===== src/rtl/scard_pkg.sv =====
// Shared helpers for the smart card transceiver.
// Assumes line position 0 is the first data bit after the start bit.
package scard_pkg;

    // Number of data bits in one character.
    localparam int DATA_BITS = 8;

    // Places data bits into line order, applying order and inversion.
    function automatic logic [7:0] to_line(input logic [7:0] d, input logic msb, input logic inv);
        logic [7:0] r;
        for (int i = 0; i < 8; i++) begin
            r[i] = (msb ? d[7-i] : d[i]) ^ inv;
        end
        return r;
    endfunction

    // Recovers data bits from line order, undoing order and inversion.
    function automatic logic [7:0] from_line(input logic [7:0] l, input logic msb, input logic inv);
        logic [7:0] r;
        for (int i = 0; i < 8; i++) begin
            r[msb ? 7-i : i] = l[i] ^ inv;
        end
        return r;
    endfunction

endpackage


===== src/rtl/scard_tx.sv =====
// Transmit engine: holds one byte, sends it as a framed character,
// watches the guard period for an error pulse and resends up to MAX_RETRY times.
// Assumes baud_tick occurs 2**OVS_LOG2 times per ETU and io_in is synchronous.
module scard_tx
    import scard_pkg::*;
#(
    parameter int OVS_LOG2  = 2,
    parameter int MAX_RETRY = 3,
    localparam int RW       = $clog2(MAX_RETRY + 1)
) (
    input  logic          clk,
    input  logic          rst_n,
    input  logic          tick,
    input  logic          en,
    input  logic          rx_busy,
    input  logic          msb_first,
    input  logic          invert,
    input  logic          odd_par,
    input  logic          gsm,
    input  logic          wr,
    input  logic [7:0]    wr_byte,
    input  logic          io_in,
    output logic          drive,
    output logic          empty,
    output logic          done,
    output logic          busy,
    output logic [RW-1:0] tries,
    output logic          ev_nack,
    output logic          ev_fail
);
    localparam int OVS       = 1 << OVS_LOG2;
    localparam int CW        = OVS_LOG2 + 4;
    localparam int SAMPLE_AT = 11 * OVS;
    localparam int END_AT    = 12 * OVS;

    logic [7:0]    hold;
    logic          full;
    logic [9:0]    frame;
    logic [CW-1:0] cnt;
    logic          nacked;
    logic [CW-1:0] cnt_nx;
    logic [3:0]    bidx;
    logic [7:0]    load_line;

    assign cnt_nx    = cnt + 1'b1;
    assign bidx      = cnt[CW-1:OVS_LOG2];
    assign load_line = to_line(hold, msb_first, invert);
    assign empty     = !full;

    // Line driver: pull low for every zero bit of the active frame.
    always_comb begin
        drive = 1'b0;
        if (busy && bidx < 4'd10) begin
            drive = !frame[bidx];
        end
    end

    // Buffer, frame sequencing, guard-time check and resend control.
    always_ff @(posedge clk) begin
        if (!rst_n) begin
            hold    <= '0;
            full    <= 1'b0;
            frame   <= '1;
            cnt     <= '0;
            nacked  <= 1'b0;
            tries   <= '0;
            busy    <= 1'b0;
            done    <= 1'b1;
            ev_nack <= 1'b0;
            ev_fail <= 1'b0;
        end else begin
            ev_nack <= 1'b0;
            ev_fail <= 1'b0;
            if (wr && !full) begin
                hold <= wr_byte;
                full <= 1'b1;
            end
            if (!busy) begin
                if (tick && full && en && !rx_busy) begin
                    frame  <= {(^load_line) ^ odd_par, load_line, 1'b0};
                    full   <= 1'b0;
                    busy   <= 1'b1;
                    cnt    <= '0;
                    nacked <= 1'b0;
                    tries  <= '0;
                    done   <= 1'b0;
                end
            end else if (tick) begin
                cnt <= cnt_nx;
                if (cnt_nx == CW'(SAMPLE_AT)) begin
                    if (!io_in) begin
                        nacked  <= 1'b1;
                        ev_nack <= 1'b1;
                    end else if (gsm) begin
                        busy <= 1'b0;
                        done <= 1'b1;
                    end
                end
                if (cnt_nx == CW'(END_AT)) begin
                    if (nacked && tries != RW'(MAX_RETRY)) begin
                        tries  <= tries + 1'b1;
                        cnt    <= '0;
                        nacked <= 1'b0;
                    end else begin
                        busy    <= 1'b0;
                        done    <= 1'b1;
                        ev_fail <= nacked;
                    end
                end
            end
        end
    end
endmodule


===== src/rtl/scard_rx.sv =====
// Receive engine: detects a start edge, samples each bit in its middle,
// checks parity and pulls the line low in the guard time on a parity error.
// Assumes io_in is synchronous and the transmitter is idle while it runs.
module scard_rx
    import scard_pkg::*;
#(
    parameter int OVS_LOG2 = 2
) (
    input  logic       clk,
    input  logic       rst_n,
    input  logic       tick,
    input  logic       en,
    input  logic       tx_busy,
    input  logic       msb_first,
    input  logic       invert,
    input  logic       odd_par,
    input  logic       io_in,
    output logic       drive,
    output logic       busy,
    output logic       ev_good,
    output logic       ev_bad,
    output logic [7:0] data
);
    localparam int OVS    = 1 << OVS_LOG2;
    localparam int CW     = OVS_LOG2 + 4;
    localparam int HALF   = OVS / 2;
    localparam int END_AT = 12 * OVS;

    logic [CW-1:0] cnt;
    logic [CW-1:0] cnt_nx;
    logic [3:0]    k;
    logic          mid;
    logic [7:0]    shreg;
    logic          bad;

    assign cnt_nx = cnt + 1'b1;
    assign k      = cnt_nx[CW-1:OVS_LOG2];
    assign mid    = cnt_nx[OVS_LOG2-1:0] == OVS_LOG2'(HALF);
    assign data   = from_line(shreg, msb_first, invert);

    // Start detection, mid-bit sampling, parity check and error pulse.
    always_ff @(posedge clk) begin
        if (!rst_n) begin
            cnt     <= '0;
            shreg   <= '0;
            bad     <= 1'b0;
            busy    <= 1'b0;
            drive   <= 1'b0;
            ev_good <= 1'b0;
            ev_bad  <= 1'b0;
        end else begin
            ev_good <= 1'b0;
            ev_bad  <= 1'b0;
            if (!busy) begin
                if (en && !tx_busy && !io_in) begin
                    busy <= 1'b1;
                    cnt  <= '0;
                    bad  <= 1'b0;
                end
            end else if (tick) begin
                cnt <= cnt_nx;
                if (mid) begin
                    if (k == 4'd0 && io_in) begin
                        busy <= 1'b0;
                    end else if (k >= 4'd1 && k <= 4'd8) begin
                        shreg[k[2:0] - 3'd1] <= io_in;
                    end else if (k == 4'd9) begin
                        if (((^shreg) ^ io_in) != odd_par) begin
                            bad    <= 1'b1;
                            ev_bad <= 1'b1;
                        end else begin
                            ev_good <= 1'b1;
                        end
                    end else if (k == 4'd10) begin
                        drive <= bad;
                    end else if (k == 4'd11) begin
                        drive <= 1'b0;
                    end
                end
                if (cnt_nx == CW'(END_AT)) begin
                    busy  <= 1'b0;
                    drive <= 1'b0;
                end
            end
        end
    end
endmodule


===== src/rtl/scard_clkout.sv =====
// Card clock output: stopped, free running at half the system clock, or held.
// Assumes a held level is only meaningful in the shortened-guard variant.
module scard_clkout (
    input  logic       clk,
    input  logic       rst_n,
    input  logic       gsm,
    input  logic [1:0] mode,
    output logic       card_clk
);
    // Select the next clock level from the mode field.
    always_ff @(posedge clk) begin
        if (!rst_n) begin
            card_clk <= 1'b0;
        end else if (mode == 2'b01) begin
            card_clk <= !card_clk;
        end else if (gsm && mode[1]) begin
            card_clk <= mode[0];
        end else begin
            card_clk <= 1'b0;
        end
    end
endmodule


===== src/rtl/scard_xcvr.sv =====
// Top level of the smart card character transceiver: joins the transmit
// and receive engines on one open-drain line and keeps the level flags.
// Assumes the line level on io_in is already synchronous to clk.
module scard_xcvr #(
    parameter int OVS_LOG2  = 2,
    parameter int MAX_RETRY = 3
) (
    input  logic       clk,
    input  logic       rst_n,
    input  logic       baud_tick,
    input  logic       cfg_msb_first,
    input  logic       cfg_invert,
    input  logic       cfg_odd_par,
    input  logic       cfg_gsm,
    input  logic [1:0] cfg_clk_mode,
    input  logic       tx_en,
    input  logic       rx_en,
    input  logic       tx_wr,
    input  logic [7:0] tx_byte,
    input  logic       rx_rd,
    input  logic       flag_clr,
    input  logic       io_in,
    output logic       io_drive_low,
    output logic       card_clk,
    output logic       tx_empty,
    output logic       tx_done,
    output logic       rx_full,
    output logic [7:0] rx_byte,
    output logic       err_overrun,
    output logic       err_parity,
    output logic       err_nack,
    output logic       err_retry
);
    localparam int RW = $clog2(MAX_RETRY + 1);

    logic          tx_drive, rx_drive;
    logic          tx_busy, rx_busy;
    logic [RW-1:0] tx_tries;
    logic          ev_nack, ev_fail, ev_good, ev_bad;
    logic [7:0]    rx_data;

    scard_tx #(.OVS_LOG2(OVS_LOG2), .MAX_RETRY(MAX_RETRY)) u_tx (
        .clk(clk), .rst_n(rst_n), .tick(baud_tick), .en(tx_en), .rx_busy(rx_busy),
        .msb_first(cfg_msb_first), .invert(cfg_invert), .odd_par(cfg_odd_par),
        .gsm(cfg_gsm), .wr(tx_wr), .wr_byte(tx_byte), .io_in(io_in),
        .drive(tx_drive), .empty(tx_empty), .done(tx_done), .busy(tx_busy),
        .tries(tx_tries), .ev_nack(ev_nack), .ev_fail(ev_fail)
    );

    scard_rx #(.OVS_LOG2(OVS_LOG2)) u_rx (
        .clk(clk), .rst_n(rst_n), .tick(baud_tick), .en(rx_en), .tx_busy(tx_busy),
        .msb_first(cfg_msb_first), .invert(cfg_invert), .odd_par(cfg_odd_par),
        .io_in(io_in), .drive(rx_drive), .busy(rx_busy),
        .ev_good(ev_good), .ev_bad(ev_bad), .data(rx_data)
    );

    scard_clkout u_clk (
        .clk(clk), .rst_n(rst_n), .gsm(cfg_gsm), .mode(cfg_clk_mode), .card_clk(card_clk)
    );

    assign io_drive_low = tx_drive | rx_drive;

    // Receive holding register and sticky error flags.
    always_ff @(posedge clk) begin
        if (!rst_n) begin
            rx_full     <= 1'b0;
            rx_byte     <= '0;
            err_overrun <= 1'b0;
            err_parity  <= 1'b0;
            err_nack    <= 1'b0;
            err_retry   <= 1'b0;
        end else begin
            if (flag_clr) begin
                err_overrun <= 1'b0;
                err_parity  <= 1'b0;
                err_nack    <= 1'b0;
                err_retry   <= 1'b0;
            end
            if (rx_rd) begin
                rx_full <= 1'b0;
            end
            if (ev_good) begin
                if (rx_full && !rx_rd) begin
                    err_overrun <= 1'b1;
                end else begin
                    rx_byte <= rx_data;
                    rx_full <= 1'b1;
                end
            end
            if (ev_bad)  err_parity <= 1'b1;
            if (ev_nack) err_nack   <= 1'b1;
            if (ev_fail) err_retry  <= 1'b1;
        end
    end
endmodule


===== config.mk =====
export PLATFORM = sky130hd
export DESIGN_NAME = scard_xcvr
export DESIGN_NICKNAME = d
export VERILOG_FILES = /design/src/rtl/scard_pkg.sv /design/src/rtl/scard_tx.sv /design/src/rtl/scard_rx.sv /design/src/rtl/scard_clkout.sv /design/src/rtl/scard_xcvr.sv
export SDC_FILE = /design/constraint.sdc
export NUM_CORES = 1
export LEC_CHECK = 0
export ABC_AREA = 0
export BUFFER_PORTS_ARGS = -buffer_cell sky130_fd_sc_hd__buf_4
export CORE_ASPECT_RATIO = 0.6
export CORE_MARGIN = 4
export CORE_UTILIZATION = 57
export DETAILED_ROUTE_END_ITERATION = 12
export GPL_ROUTABILITY_DRIVEN = 0
export PLACE_DENSITY_LB_ADDON = 0.15
export SYNTH_ARGS = -nofsm -noshare
export SYNTH_HDL_FRONTEND = slang
export SYNTH_HIERARCHICAL = 1
export SYNTH_SLANG_ARGS = --single-unit

===== constraint.sdc =====
create_clock -name clk -period 3.1 [get_ports clk]
set_input_delay 0.31 -clock clk [delete_from_list [all_inputs] [get_ports clk]]
set_output_delay 0.31 -clock clk [all_outputs]
set_load 0.02 [all_outputs]

Word level (Yosys, flattened, before mapping) --
Index checks and enable logic that the tools add are counted.
Word-level totals: output and inout port bits 17, bits of input ports 23, bits in registers 65
Cells by class: $add $sub $neg 4, $lt $le $gt $ge 22, muxes and demuxes 120, reductions and logical operators 49, eq/ne operators 22, bitwise gates (word level) 28
Operators by type and width (number):
- $ge A32 B1 Y1 const B | 8
- $lt A32 B5 Y1 const B | 8
- $mux W1 | 80
- $bwmux W8 | 9
- $mux W6 | 8
- $demux W1 S3 | 9
- $ne A2 B2 Y1 const B | 13
- $mux W3 | 8
- $logic_and A1 B1 Y1 | 21
- $eq A6 B6 Y1 const B | 3
- $xor A1 B1 Y1 | 18
- $reduce_xor A8 Y1 | 2
- $reduce_and A7 Y1 | 2
- $add A6 B1 Y6 const B | 2
- $eq A4 B4 Y1 const B | 3
- $reduce_bool A2 Y1 | 6
- $mux W2 | 5
- $not A1 Y1 | 9
- $reduce_and A2 Y1 | 4
- $reduce_and A4 Y1 | 2
- $logic_not A1 Y1 | 7
- $reduce_or A7 Y1 | 1
- $lt A4 B5 Y1 const B | 1
- $reduce_and A5 Y1 | 1
- other kinds (15) | 15

Depth between registers and ports, before layout --
depth after elaboration 13, gate-level depth with buffers 9

Modules after synthesis --
The synthesis kept the hierarchy.
Modules (own cells, without submodules):
- scard_tx | instances 1, seq. area each 640.6 sq um, cells each 192, area an instance 1778.0 sq um
- scard_rx | instances 1, seq. area each 380.4 sq um, cells each 155, area an instance 1347.5 sq um
- scard_xcvr | instances 1, seq. area each 260.2 sq um, cells each 53, area an instance 516.7 sq um
- scard_clkout | instances 1, seq. area each 20.0 sq um, cells each 5, area an instance 42.5 sq um

Worst setup path after synthesis --
Ideal clock, no wire load.
path kind register to register, start point reg u_rx.cnt[0], end point reg u_rx.shreg[5], cell stages (with the launch flop) 9, data required time 2.974 ns, arrival 2.245 ns, setup time 0.126 ns, setup slack 0.729 ns, path buffers 1, period minus slack after synthesis 2.371 ns, cell sequence dfxtp_1 > ha_1 > xnor2_1 > ha_1 > clkbuf_1 > xnor3_4 > nor2_1 > nand4_1 > mux2i_1
On the way: longest elaborated chain between the ends 7
RTL lines:
- start: declaration | line scard_rx.sv:29 | logic [CW-1:0] cnt;
- start signal: assignment | line scard_rx.sv:61 | cnt <= cnt_nx;
- $add A6 B1 Y6 * | line scard_rx.sv:36 | assign cnt_nx = cnt + 1'b1;
- $sub A3 B1 Y3 | line scard_rx.sv:66 | shreg[k[2:0] - 3'd1] <= io_in;
- $lt A3 B4 Y1 (implied by the code) / $ge A3 B1 Y1 (equally long branches) | line scard_rx.sv:66
- $logic_and A1 B1 Y1 (implied by the code) | line scard_rx.sv:66
- $mux W1 (implied by the code) | line scard_rx.sv:66
- $demux W1 S3
- $bwmux W8 | line scard_rx.sv:66
- end signal: indexed assignment | line scard_rx.sv:66
- end: declaration | line scard_rx.sv:33 | logic [7:0] shreg;
Every way passes the cells marked *; elsewhere a longest branch is shown, timed or not. A chain may end at the register's enable or synchronous reset.

Worst setup path after layout --
start point reg u_rx.cnt[0], end point reg u_rx.shreg[1]
The elaborated chain is that of the path after synthesis.

==> flow_metrics.env <==
export IMPL_grt_overflow_total=0
export IMPL_slew_limit_headroom_pct=37.77
export IMPL_vias=2859
export IMPL_area_growth_pct=11.54
export IMPL_arrival_ns=3.04
export IMPL_cp_start_kind="flip-flop"
export IMPL_hp_class="primary input to flip-flop"
export IMPL_maxSlewViolCount=0
export IMPL_async_flop_share_pct=0
export IMPL_crit_chain="ha_1 -> xnor2_1 -> inv_1 -> ha_1 -> nand3b_1 -> nand2b_1 -> nor4_1 -> mux2i_1"
export IMPL_post_cts_setup_buffers=0
export IMPL_fin_skew_ns=0.004746
export IMPL_synth_distinct_cells=63
export IMPL_rsz0062_at_grt="no"
export IMPL_drc=0
export IMPL_die_area_um2=7857
export IMPL_synth_area_leaders="dfxtp_1 (35%), mux2i_1 (11%), nand2_1 (5.5%)"
export IMPL_crit_path_top_delay_cell="xnor2_1"
export IMPL_powerDensity_nw_per_um2=416.5
export IMPL_hpwl_um=5852
export IMPL_grt_usage_pct=20.88
export IMPL_required_ns=3.37
export IMPL_num_rows=22
export IMPL_setup_ws_ns=0.3288
export IMPL_whs_path_depth=3
export IMPL_ys_flop_type="dfxtp_1"
export IMPL_setup_worst_path_start="u_rx/cnt[0]$_SDFFE_PN0P_"
export IMPL_ys_top_cells_by_count="dfxtp_1 (65), nand2_1 (54), mux2i_1 (42)"
export IMPL_numCtsBuffers=9
export IMPL_diodes=0
export IMPL_initial_core_util_pct=59.49
export IMPL_clk_pin_slew_worst_paths_ns=0.07
export IMPL_p_leak_nw=1.738
export IMPL_yosysWarnings=6
export IMPL_drv_cap=0
export IMPL_synth_most_common_cell="dfxtp_1"
export IMPL_place_area_um2=3938
export IMPL_end_kind="flip-flop"
export IMPL_cts_tree="yes"
export IMPL_max_stage_delay_ns=0.55
export IMPL_crit_type="flip-flop to flip-flop"
export IMPL_ios=40
export IMPL_seq_area_frac_synth_pct=35.31
export IMPL_cts_htree_levels=3
export IMPL_status="completed"
export IMPL_detail_route_antenna_nets=0
export IMPL_cts_repair_resized=0
export IMPL_first_iter_violations=200
export IMPL_fill_cells=534
export IMPL_rr_endpoint="u_rx/shreg[1]$_SDFFE_PN0P_"
export IMPL_clock_sinks=65
export IMPL_netlist_area_um2=3685
export IMPL_dr_pass1_iters=4
export IMPL_min_delay_start="tx_byte[3]"
export IMPL_cts_hold_buf=0
export IMPL_die_w_um=111.8
export IMPL_place_ws_ns=0.4334
export IMPL_fin_area_um2=4110
export IMPL_layout_drive_gt1_share_pct=17.12
export IMPL_synth_cells=405
export IMPL_worst_r2r_setup_slack_ns=0.33
export IMPL_design_power_total_mw=1.712
export IMPL_clk_path_buf_depth=2
export IMPL_synth_enable_flop_cells=0
export IMPL_worstHoldEndpoint="u_tx/hold[3]$_SDFFE_PN0P_"
export IMPL_grt_pass1_vias=2726
export IMPL_clock_fmax_mhz=360.8
export IMPL_syn_avg_cell_area_um2=9.098
export IMPL_post_route_period_util_pct=89.39
export IMPL_syn_nets=438
export IMPL_synth_top_area_cell="dfxtp_1"
export IMPL_ys_ff_latch=65
export IMPL_reg2reg_from="u_rx/cnt[0]$_SDFFE_PN0P_"
export IMPL_fp_dieH_um=70.28
export IMPL_cp_max_fo=7
export IMPL_grt_max_degree=60
export IMPL_ir_drop_v=0.0002382
export IMPL_routed_wire_length_per_instance_um=15.16
export IMPL_grt_pass1_wl_um=13260
export IMPL_viasPerCell=5.477
export IMPL_finalHoldViolCount=0
export IMPL_tightest_slew_ns=0.9315
export IMPL_yosys_area_top_type_share_pct=35.31
export IMPL_final_nets=466
export IMPL_path_common_cell="ha_1"
export IMPL_clk_latency_ns=0.34
export IMPL_antenna_found_initial=0
export IMPL_root_buffer="clkbuf_8"
export IMPL_wl_um=7911
export IMPL_fin_setup_tns_ns=0
export IMPL_port_buffers=39
export IMPL_fp_coreArea_um2=6193
export IMPL_setup_violations=0
export IMPL_period_needed_ns=2.771
export IMPL_rr_worst_depth=8
cells by family (layout without fill, tap and decap cells):
family	count (synthesis)	count (layout)	share of synthesized area, %
AND/OR/NAND/NOR	158	158	22.21
flip-flops	65	65	35.31
AO/OA/AOI/OAI	55	55	10.29
multiplexers	45	45	13.24
XOR/XNOR	41	41	10.59
buffers and inverters	31	64	4.957
adder cells (fa/ha/maj)	10	10	3.396
flip-flops by register name (all words and copies together) (netlist names), 2 cells and up:
register	flops
u_tx/hold	8
u_tx/cnt	6
u_tx/tries	2
u_rx/cnt	6
rx_byte	8
u_rx/shreg	8
u_tx/frame	10
layer usage:
metal	GRT usage [%]	wire (µm)
met3	5.887	575
met1	31.14	4165
met5	0	0
met4	6.343	73
met2	28.75	3097
critical path: cells and delay by family, from the launching register on:
family / cells / cell delay (ns)
adder cells (fa/ha/maj): 2 / 0.64
AND/OR/NAND/NOR: 3 / 0.64
XOR/XNOR: 1 / 0.55
flip-flops: 1 / 0.38
buffers and inverters: 1 / 0.27
multiplexers: 1 / 0.22
cell usage in the layout, fill, tap and decap left out, types with 10 or more instances in the layout:
master,Yosys,final
dfxtp_1,65,65
clkbuf_8,2,10
buf_4,1,40
xor2_1,17,17
mux2i_1,42,42
ha_1,10,10
nand3_1,16,16
nor2b_1,10,10
nand2_1,54,54
o211ai_1,10,10
o21ai_0,12,12
xnor2_1,22,22
nor2_1,32,32
through the flow:
| step | util (%) | hold WS (ns) | std cells |
|---|---|---|---|
| final | 66.36 | 0.1981 | 522 |
| after global routing | 66.36 | 0.1992 | 522 |
| after CTS | 66.36 | 0.1856 | 522 |
| after detailed placement | 63.58 | 0.4322 | 506 |
| after global placement | 63.58 | 0.4296 | 506 |
| after floorplan | - | 0.3869 | 405 |
layout make-up:
class | count | area [µm²] | area share (%)
Clock buffer | 11 | 141.4 | 3.440
Clock inverter | 5 | 31.28 | 0.7610
Inverter | 8 | 30.03 | 0.7306
Multi-Input combinational cell | 309 | 2201 | 53.55
Sequential cell | 65 | 1301 | 31.66
Tap cell | 84 | 105.1 | 2.557
Timing Repair Buffer | 40 | 300.3 | 7.306
how the worst max path moves through the flow:
stage                                            end  slack, ns  cells after the start
final                     u_rx/shreg[1]$_SDFFE_PN0P_       0.33                      8
after global routing      u_rx/shreg[1]$_SDFFE_PN0P_       0.13                      8
after CTS                 u_rx/shreg[1]$_SDFFE_PN0P_       0.42                      8
after detailed placement  u_rx/shreg[1]$_SDFFE_PN0P_       0.43                      8
after global placement    u_rx/shreg[1]$_SDFFE_PN0P_       0.58                      8
after floorplan           u_rx/shreg[5]$_SDFFE_PN0P_       0.73                      8
where the power goes:
part           switching [mW]  internal [mW]
clock                   0.323          0.309
combinational           0.108         0.0902
sequential             0.0234          0.858
total                   0.454           1.26
Note: power is estimated with default switching activity, not from simulation.
